`src/rtl/clkdiv_pkg.sv`:
```
package clkdiv_pkg;
  localparam int CTRL_W     = 8;
  localparam int PRE_CODE_W = 3;
  localparam int POST_EXP_W = 3;
  localparam int PRE_CNT_W  = 7;
  localparam int PRE_TOP    = 122;

  // field order matters: software places each field at these bit positions
  typedef struct packed {
    logic [PRE_CODE_W-1:0] pre_code;  // bits 7:5
    logic                  src_fast;  // bit 4
    logic [POST_EXP_W-1:0] post_exp;  // bits 3:1
    logic                  enable;    // bit 0
  } ctrl_t;

  function automatic logic [PRE_CNT_W-1:0] pre_ratio(input logic [PRE_CODE_W-1:0] code);
    if (code == '1) pre_ratio = PRE_CNT_W'(PRE_TOP);
    else            pre_ratio = PRE_CNT_W'(1) << code;
  endfunction
endpackage

```
`src/rtl/clkdiv_prediv.sv`:
```
module clkdiv_prediv
  import clkdiv_pkg::*;
(
  input  logic                  clk,
  input  logic                  rst_n,
  input  logic                  clr,
  input  logic                  tick_in,
  input  logic [PRE_CODE_W-1:0] code,
  output logic                  tick_out
);
  logic [PRE_CNT_W-1:0] cnt_q, cnt_d;
  logic [PRE_CNT_W-1:0] ratio;
  logic                 at_end;

  assign ratio    = pre_ratio(code);
  assign at_end   = (cnt_q == ratio - PRE_CNT_W'(1));
  assign tick_out = tick_in && at_end && !clr;

  always_comb begin
    cnt_d = cnt_q;
    if (clr)          cnt_d = '0;
    else if (tick_in) cnt_d = at_end ? '0 : cnt_q + PRE_CNT_W'(1);
  end

  always_ff @(posedge clk or negedge rst_n) begin
    if (!rst_n) cnt_q <= '0;
    else        cnt_q <= cnt_d;
  end

  // phase counter never reaches the selected ratio
  a_r3_cnt_below_ratio: assert property (@(posedge clk) disable iff (!rst_n)
    cnt_q < ratio);
endmodule

```
`src/rtl/clkdiv_postdiv.sv`:
```
module clkdiv_postdiv
  import clkdiv_pkg::*;
#(
  parameter int EXP_W = POST_EXP_W
) (
  input  logic             clk,
  input  logic             rst_n,
  input  logic             clr,
  input  logic             en,
  input  logic             tick_in,
  input  logic [EXP_W-1:0] exp_n,
  output logic             out_q
);
  localparam int CNT_W = (1 << EXP_W) - 1;

  logic [CNT_W-1:0] cnt_q, cnt_d;
  logic [CNT_W-1:0] limit;
  logic             out_d;
  logic             wrap;

  assign limit = CNT_W'(({{CNT_W{1'b0}}, 1'b1} << exp_n) - 1'b1);
  assign wrap  = tick_in && (cnt_q == limit);

  always_comb begin
    cnt_d = cnt_q;
    out_d = out_q;
    if (clr || !en) begin
      cnt_d = '0;
      out_d = 1'b0;
    end else if (tick_in) begin
      cnt_d = wrap ? '0 : cnt_q + CNT_W'(1);
      if (wrap) out_d = !out_q;
    end
  end

  always_ff @(posedge clk or negedge rst_n) begin
    if (!rst_n) begin
      cnt_q <= '0;
      out_q <= 1'b0;
    end else begin
      cnt_q <= cnt_d;
      out_q <= out_d;
    end
  end

  // post counter stays within 2^n - 1
  a_r5_cnt_in_range: assert property (@(posedge clk) disable iff (!rst_n)
    cnt_q <= limit);
endmodule

```
`src/rtl/clkdiv_channel.sv`:
```
module clkdiv_channel
  import clkdiv_pkg::*;
(
  input  logic              clk,
  input  logic              rst_n,
  input  logic              slow_tick,
  input  logic              fast_tick,
  input  logic              wr_hit,
  input  logic [CTRL_W-1:0] wdata,
  output logic [CTRL_W-1:0] ctrl_o,
  output logic              clk_out
);
  ctrl_t ctrl_q, ctrl_d;
  logic  sel_tick;
  logic  pre_tick;
  logic  pre_out;
  logic  clr;

  always_comb begin
    ctrl_d = ctrl_q;
    if (wr_hit) ctrl_d = ctrl_t'(wdata);
  end

  always_ff @(posedge clk or negedge rst_n) begin
    if (!rst_n) ctrl_q <= '0;
    else        ctrl_q <= ctrl_d;
  end

  assign ctrl_o   = ctrl_q;
  assign clr      = wr_hit || !ctrl_q.enable;
  assign sel_tick = ctrl_q.src_fast ? fast_tick : slow_tick;

  clkdiv_prediv u_pre (
    .clk      (clk),
    .rst_n    (rst_n),
    .clr      (clr),
    .tick_in  (sel_tick && ctrl_q.src_fast),
    .code     (ctrl_q.pre_code),
    .tick_out (pre_out)
  );

  // slow source skips the pre-divider
  assign pre_tick = ctrl_q.src_fast ? pre_out : sel_tick;

  clkdiv_postdiv #(.EXP_W(POST_EXP_W)) u_post (
    .clk     (clk),
    .rst_n   (rst_n),
    .clr     (wr_hit),
    .en      (ctrl_q.enable),
    .tick_in (pre_tick),
    .exp_n   (ctrl_q.post_exp),
    .out_q   (clk_out)
  );

  // disabled channel output is low
  a_r1_off_low: assert property (@(posedge clk) disable iff (!rst_n)
    !ctrl_q.enable |-> !clk_out);
  // a write leaves the output low
  a_r7_write_clears: assert property (@(posedge clk) disable iff (!rst_n)
    $past(wr_hit) |-> !clk_out);
  // output moves only after a selected tick or a write
  a_r2_change_needs_tick: assert property (@(posedge clk) disable iff (!rst_n)
    ((clk_out != $past(clk_out)) && !$past(wr_hit)) |-> $past(sel_tick));
endmodule

```
`src/rtl/clkout_divider_bank.sv`:
```
module clkout_divider_bank
  import clkdiv_pkg::*;
#(
  parameter int NUM_CH = 3,
  parameter int ADDR_W = 2
) (
  input  logic              clk,
  input  logic              rst_n,
  input  logic              slow_tick,
  input  logic              fast_tick,
  input  logic              wr_en,
  input  logic [ADDR_W-1:0] addr,
  input  logic [CTRL_W-1:0] wdata,
  output logic [CTRL_W-1:0] rdata,
  output logic [NUM_CH-1:0] clk_out
);
  logic              rst_meta_q, rst_sync_q;
  logic [NUM_CH-1:0] wr_hit;
  logic [CTRL_W-1:0] ctrl_v [NUM_CH];

  always_ff @(posedge clk or negedge rst_n) begin
    if (!rst_n) begin
      rst_meta_q <= 1'b0;
      rst_sync_q <= 1'b0;
    end else begin
      rst_meta_q <= 1'b1;
      rst_sync_q <= rst_meta_q;
    end
  end

  for (genvar g = 0; g < NUM_CH; g++) begin : g_ch
    assign wr_hit[g] = wr_en && (addr == ADDR_W'(g));
    clkdiv_channel u_ch (
      .clk       (clk),
      .rst_n     (rst_sync_q),
      .slow_tick (slow_tick),
      .fast_tick (fast_tick),
      .wr_hit    (wr_hit[g]),
      .wdata     (wdata),
      .ctrl_o    (ctrl_v[g]),
      .clk_out   (clk_out[g])
    );
  end

  always_comb begin
    rdata = '0;
    for (int i = 0; i < NUM_CH; i++) begin
      if (addr == ADDR_W'(i)) rdata = ctrl_v[i];
    end
  end

  // a write reaches at most one channel
  a_r8_one_target: assert property (@(posedge clk) disable iff (!rst_sync_q)
    $onehot0(wr_hit));
endmodule

```
`config.mk`:
```
export PLATFORM = sky130hd
export DESIGN_NAME = clkout_divider_bank
export DESIGN_NICKNAME = d
export VERILOG_FILES = /design/src/rtl/clkdiv_pkg.sv /design/src/rtl/clkdiv_prediv.sv /design/src/rtl/clkdiv_postdiv.sv /design/src/rtl/clkdiv_channel.sv /design/src/rtl/clkout_divider_bank.sv
export SDC_FILE = /design/constraint.sdc
export NUM_CORES = 1
export LEC_CHECK = 0
export CAP_MARGIN = 20
export CORE_MARGIN = 2
export CORE_UTILIZATION = 58
export DETAILED_ROUTE_END_ITERATION = 8
export DONT_BUFFER_PORTS = 1
export HOLD_SLACK_MARGIN = 0.05
export PLACE_DENSITY = 0.8
export SETUP_SLACK_MARGIN = 0.3
export SYNTH_ARGS = -nofsm -noshare
export SYNTH_HDL_FRONTEND = slang
export SYNTH_SLANG_ARGS = --single-unit
```
`constraint.sdc`:
```
create_clock -name clk -period 2.2 [get_ports clk]
set_clock_uncertainty 0.2 [all_clocks]
set_input_delay 0.44 -clock clk [delete_from_list [all_inputs] [get_ports clk]]
set_output_delay 0.44 -clock clk [all_outputs]
set_load 0.01 [all_outputs]
```
# Word-level counts from Yosys, hierarchy flattened
# Index checks and enable logic that the tools add are counted.
[word_totals]
mem_count = 0
mem_bits_ro = 0
regBits = 71
latchBits = 0
ramBits = 0
inputBits = 15
out_inout_bits = 11
wordCells = 131
[op_classes]
n_addsub = 12
mux = 39
bitwise_logic = 0
n_eq_ne = 11
reduce_logical = 40
shift = 6
order_cmp = 0
div = 0
n_mul = 0
[op_table]
columns = ["operator", "n"]
rows = [
  ["$mux W7", 21],
  ["$add A7 B1 Y7 const B", 6],
  ["$eq A7 B7 Y1", 6],
  ["$shl A1 B3 Y7 const A", 6],
  ["$sub A7 B1 Y7 const B", 6],
  ["$mux W8", 3],
  ["$reduce_bool A2 Y1", 9],
  ["$logic_and A1 B1 Y1", 15],
  ["$mux W1", 15],
  ["$eq A3 B3 Y1 const B", 3],
  ["$logic_not A1 Y1", 9],
  ["$reduce_and A2 Y1", 3],
  ["$logic_or A1 B1 Y1", 3],
  ["$eq A2 B1 Y1 const B", 1],
  ["$eq A2 B2 Y1 const B", 1],
  ["$logic_not A2 Y1", 1],
]

# Logic depth before layout (Yosys ltp)
[depth]
word_depth = 11
mapped_depth = 12
depth_no_buf = 10

# Hierarchy
# A second synthesis with hierarchy kept.
[hier_totals]
cells_unflattened = 470
area_unflattened_um2 = 4762.1
[by_module_without_submodules]
columns = ["module", "seq_area_each_um2", "n_inst", "cells_each", "area_per_inst_um2"]
rows = [
  ["clkdiv_postdiv", 200.2, 3, 62, 580.6],
  ["clkdiv_prediv", 175.2, 3, 66, 566.8],
  ["clkdiv_channel", 200.2, 3, 20, 355.3],
  ["clkout_divider_bank", 50.0, 1, 26, 254.0],
]

# Worst setup path after synthesis
# OpenSTA, ideal clock, no wires.
[synth_path]
path_kind = "register to register"
start = "reg g_ch[2].u_ch.ctrl_q, in the netlist g_ch[2].u_ch.ctrl_o[5]"
end = "reg g_ch[2].u_ch.u_post.out_q"
period_less_slack_ns = 3.099
n_path_buf = 2
slack_ns = -0.899
arrival_time_ns = 2.821
setup_time_ns = 0.078
stages_incl_launch_ff = 12
required_ns = 1.922
cell_sequence = "dfrtp_1 > buf_2 > or3_4 > ha_1 > buf_4 > xnor2_1 > a311o_1 > a211oi_2 > o311ai_2 > o21a_1 > or3_1 > a21oi_1"
[synth_via]
elab_chain_len = 10
elab_cells_between_ends = 12
cone_classes = "add/sub: 1; eq/ne: 2; shift: 1; mux: 2; reduce/logical: 6"
[synth_lines]
columns = ["element", "line_no", "rtl"]
rows = [
  ["start, declared", "clkdiv_channel.sv:13", "ctrl_t ctrl_q, ctrl_d;"],
  ["start signal, assigned", "clkdiv_channel.sv:26", "else ctrl_q <= ctrl_d;"],
  ["$eq A3 B3 Y1 / $shl A1 B3 Y7 (equally long branches)", "clkdiv_pkg.sv:17, clkdiv_pkg.sv:18", ""],
  ["$mux W7 *", "clkdiv_pkg.sv:17", "if (code == '1) pre_ratio = PRE_CNT_W'(PRE_TOP);"],
  ["$sub A7 B1 Y7 *", "clkdiv_prediv.sv:16", "assign at_end = (cnt_q == ratio - PRE_CNT_W'(1));"],
  ["$eq A7 B7 Y1 *", "clkdiv_prediv.sv:16", ""],
  ["$logic_and A1 B1 Y1 * (2 in series)", "clkdiv_prediv.sv:17", "assign tick_out = tick_in && at_end && !clr;"],
  ["$mux W1 *", "clkdiv_channel.sv:43", "assign pre_tick = ctrl_q.src_fast ? pre_out : sel_tick;"],
  ["$logic_and A1 B1 Y1", "clkdiv_postdiv.sv:22", "assign wrap = tick_in && (cnt_q == limit);"],
  ["$reduce_bool A2 Y1 (no source line)", "n/a", ""],
  ["$reduce_and A2 Y1 (no source line) *", "n/a", ""],
  ["end signal, assigned", "clkdiv_postdiv.sv:42", "out_q <= out_d;"],
  ["end, declared", "clkdiv_postdiv.sv:12", "output logic out_q"],
]
# Every way passes the cells marked *; elsewhere a longest branch is shown, timed or not.
# A chain may end at the register's enable or synchronous reset.

# Worst setup path after layout
[layout_path]
start = "reg g_ch[2].u_ch.ctrl_q, in the netlist g_ch[2].u_ch.ctrl_o[7]"
end = "reg g_ch[2].u_ch.u_post.cnt_q[3]"
[layout_via]
elab_chain_len = 11
elab_cells_between_ends = 13
cone_classes = "add/sub: 1; eq/ne: 2; shift: 1; mux: 5; reduce/logical: 4"
[layout_lines]
columns = ["element", "line_no", "rtl"]
rows = [
  ["$eq A3 B3 Y1 / $shl A1 B3 Y7 (equally long branches)", "clkdiv_pkg.sv:17, clkdiv_pkg.sv:18", ""],
  ["$mux W7 *", "clkdiv_pkg.sv:17", ""],
  ["$sub A7 B1 Y7 *", "clkdiv_prediv.sv:16", ""],
  ["$eq A7 B7 Y1 *", "clkdiv_prediv.sv:16", ""],
  ["$logic_and A1 B1 Y1 * (2 in series)", "clkdiv_prediv.sv:17", ""],
  ["$mux W1 *", "clkdiv_channel.sv:43", ""],
  ["$logic_and A1 B1 Y1", "clkdiv_postdiv.sv:22", ""],
  ["$mux W7", "clkdiv_postdiv.sv:31", "cnt_d = wrap ? '0 : cnt_q + CNT_W'(1);"],
  ["$mux W7", "clkdiv_postdiv.sv:30", "end else if (tick_in) begin"],
  ["$mux W7", "clkdiv_postdiv.sv:27", "if (clr || !en) begin"],
  ["end signal, assigned", "clkdiv_postdiv.sv:41", "cnt_q <= cnt_d;"],
  ["end, declared", "clkdiv_postdiv.sv:16", "logic [CNT_W-1:0] cnt_q, cnt_d;"],
]
# Every way passes the cells marked *; elsewhere a longest branch is shown, timed or not. The select of a mux whose other input is x is not followed.

==> out/results.ini <==
[outcome]
status=finished, violations left
violations=negative setup slack

[power_and_ir_drop]
sw_frac_of_total_pct=36.9
p_leak_nw=2.50
powerDensity_nw_per_um2=713
intPower_mw=2.76
seq_power_share_pct=36.0
p_clk_share_pct=23.0
power_switching_mw=1.61
power.share.combinational_pct=41.0
vdd_ir_drop_max_uv=506

[timing]
slew_violations=0
max_freq_ghz=0.354
fin_crit_ns=2.83
setup_viol=45
worst_slack_ns=-0.627
rsz0062_at_grt=true
fin_crit_sh_pct=128
max_slew_margin_pct=61.3
hold_viol_final=0
worst_pin_slew_ns=0.573

[route]
first_pass_iters=5
top_layer=met4
via_count=4563
wl_mm=13.6
wl_met3_um=966
drcViolationCount=0
wl_met1_mm=5.36
via_per_inst=6.58
drtAntennaViolNets=0
post_drt_wl_per_cell_um=19.7
wl_met2_mm=6.81
first_iter_violations=453

[clock_network]
cts.sinks=71
cts.htree.levels=3
cts_root_buffer=clkbuf_8
tritoncts=done
cts_max_path_buffers=2
clkSlewWorstSetupHoldPaths_ns=0.08
cts-buffers-inserted=9
insertion_delay_ns=0.36

[floorplanning]
dieArea_um2=8710
ios=26
die_x_um=93.3
core_area_um2=7730
start_util_pct=59.9
die-height_um=93.3
num_rows=32

[logic_synthesis]
synth_top_area_share_pct=38.4
ys_types=62
netlist_area_um2=4630
syn_nets=543
synth_edf_count=0
syn_avg_cell_area_um2=8.92
yosysTopAreaCell=dfrtp_1
syn_inst=519
ys_ff_latch=71
synthTopCellsByArea=dfrtp_1 (38%), mux2_2 (5.1%), nand2_1 (3.8%)
yosysWarnings=0
ys_async_sr_fraction_pct=100
yosysSeqAreaShare_pct=38.4
synth_ff_type=dfrtp_1

[finish]
finalNonFillerCells=693
n_antenna_cell=0
syn_to_final_growth_pct=32.7
drive_above_1_share_pct=35.9
nets=610
stdcell_area_um2=6140

[worst_setup_path]
arrival_ns=2.87
endpoint_kind=flip-flop
crit_slowest_cell=or3_4
critPathLaunchType=flip-flop
cp_top_family=compound AO/OA/AOI/OAI gates
path_max_fanout=6
cp_cell_sequence=or3_4, ha_4, buf_12, xor2_1, a21oi_1, nor3b_2, o311ai_4, o21a_1, nor2_1, buf_4, a22o_1
worstPathRequired_ns=2.25
slowest_delay_ns=0.41
path_buf_inv=2
setup.worst_path.class=flip-flop to flip-flop

[global_routing]
grt_pass1_vias=4441
antenna_found_initial=0
grt_overflow=0
grt_usage_pct=30.9
grt_start_max_net_pins=48
grt_pass1_wl_mm=21.4

[hold_path]
hold_class=primary input to flip-flop

[place]
gp_congestion=0.902
dpl_cell_area_um2=5200
place_inst=649
dp_hpwl_mm=8.34
port_buffers=0

[job]
max-cap-violations=0

==> area by class of cell <==
type	instances	area, µm²
clock buffers	12	155
clock inverters	4	28.8
fillers	401	1590
inverters	22	82.6
multi-input cells	394	3160
flip-flops and latches	71	1780
well taps	102	128
repair buffers	88	798
==> registers in the layout, summed over array words and instances, names as in the netlist <==
| name | count |
|---|---|
| g_ch.u_ch.ctrl_o | 24 |
| rst_sync_q | 1 |
| g_ch.u_ch.u_pre.cnt_q | 21 |
| g_ch.u_ch.u_post.cnt_q | 21 |
| g_ch.u_ch.u_post.out_q | 3 |
| rst_meta_q | 1 |
==> synth_stat cells, types with 3 or more instances <==
library cell and n:
nand4_1 10, buf_4 4, mux2i_1 10, nor3_1 13, a22o_1 5, nand3b_1 3
nor4_1 3, nand2_1 47, or3_1 6, xnor2_1 17, o31a_1 4, dfrtp_1 71
nor3b_1 6, nor2b_1 11, a21oi_1 16, o211ai_1 6, inv_1 22, o31ai_1 6
o21ai_0 35, buf_2 8, and3_1 15, a31oi_1 7, nor2_1 20, nand2b_1 10
a21o_1 5, clkbuf_1 20, o22ai_1 16, xor2_1 11, and2_1 6, ha_1 9
nand3_1 31, mux2_2 21, a21boi_0 6
==> through the flow <==
stage                     power [mW]  hold slack, ns  utilization [%]  TNS (ns)  setup WS (ns)
after floorplan                 2.56         -0.0556                -    -16.88         -0.736
after global placement          2.85         -0.0555             67.3    -17.65         -0.559
after detailed placement        2.94         -0.0555             67.3    -20.90         -0.651
after CTS                       4.12          0.0503             75.4    -19.52         -0.608
after global routing            4.58          0.0454             79.5    -27.64         -0.713
final                           4.38          0.0397             79.5    -23.61         -0.627
==> per-layer routing <==
layer,GRT usage (%),vias to the layer above
met1,38.5,2272
met2,51.9,196
met4,12.4,0
met3,7.17,53
li1,-,2042
met5,0,-
==> cell families (layout without fill, tap and decap cells) <==
family / count (synthesis) / after routing / share of synthesized area [%]
flip-flops: 71 / 71 / 38.4
AO/OA/AOI/OAI: 134 / 134 / 19.5
multiplexers: 31 / 31 / 7.27
other: 1 / 1 / 0.0810
AND/OR/NAND/NOR: 189 / 190 / 21.8
XOR/XNOR: 28 / 28 / 5.30
buffers and inverters: 55 / 126 / 5.00
adder cells (fa/ha/maj): 10 / 10 / 2.65
==> cell usage in the layout (no fill, tap or decap), types with 5 or more instances in the layout <==
master          n
a21o_1          5
a21oi_1         9
a21oi_2         7
a22o_1          5
a31oi_1         6
and2_1          6
and3_1         15
buf_4          57
buf_6          16
clkbuf_8       11
dfrtp_1        66
dfrtp_2         5
dlygate4sd3_1  10
ha_1            6
inv_1          22
mux2_2         20
mux2i_1         6
nand2_1        42
nand2b_1        8
nand3_1        24
nand3_2         5
nand4_1        10
nor2_1         19
nor2b_1        10
nor3_1         13
o211ai_1        6
o21ai_0        13
o21ai_1         6
o21ai_2        16
o22ai_1         7
o22ai_2         9
xnor2_1        11
xnor2_2         6
xor2_1         10
==> what timing repair did <==
item,in CTS,in global routing
gates resized for setup,67,55
setup buffers,10,7
gates cloned,1,0
pin swaps,31,22
hold buffers,10,0
endpoints found under the setup margin,53,51
hold endpoints to repair,24,0
==> power groups by stage <==
stage	combinational, mW	clock, mW	sequential, mW
2_1_floorplan	1.02	0	1.54
3_3_place_gp	1.29	0	1.57
3_5_place_dp	1.36	0	1.58
4_1_cts	1.55	1.01	1.56
5_1_grt	1.93	1.06	1.59
6_report	1.79	1.01	1.58
==> worst paths after layout <==
check,from,end,slack [ns],cells past startpoint
min in group asynchronous,rst_sync_q,g_ch[0].u_ch.u_pre.cnt_q[2],0.06,0
setup reg to reg,g_ch[2].u_ch.ctrl_o[7],g_ch[2].u_ch.u_post.cnt_q[3],-0.63,11
hold reg to reg,rst_sync_q,g_ch[0].u_ch.u_pre.cnt_q[2],0.06,0
setup / recovery,g_ch[2].u_ch.ctrl_o[7],g_ch[2].u_ch.u_post.cnt_q[3],-0.63,11
max in group asynchronous,rst_sync_q,g_ch[0].u_ch.ctrl_o[6],1.08,1
hold / removal,wdata[4],g_ch[0].u_ch.ctrl_o[4],0.04,1
(Power assumes the default switching activity.)
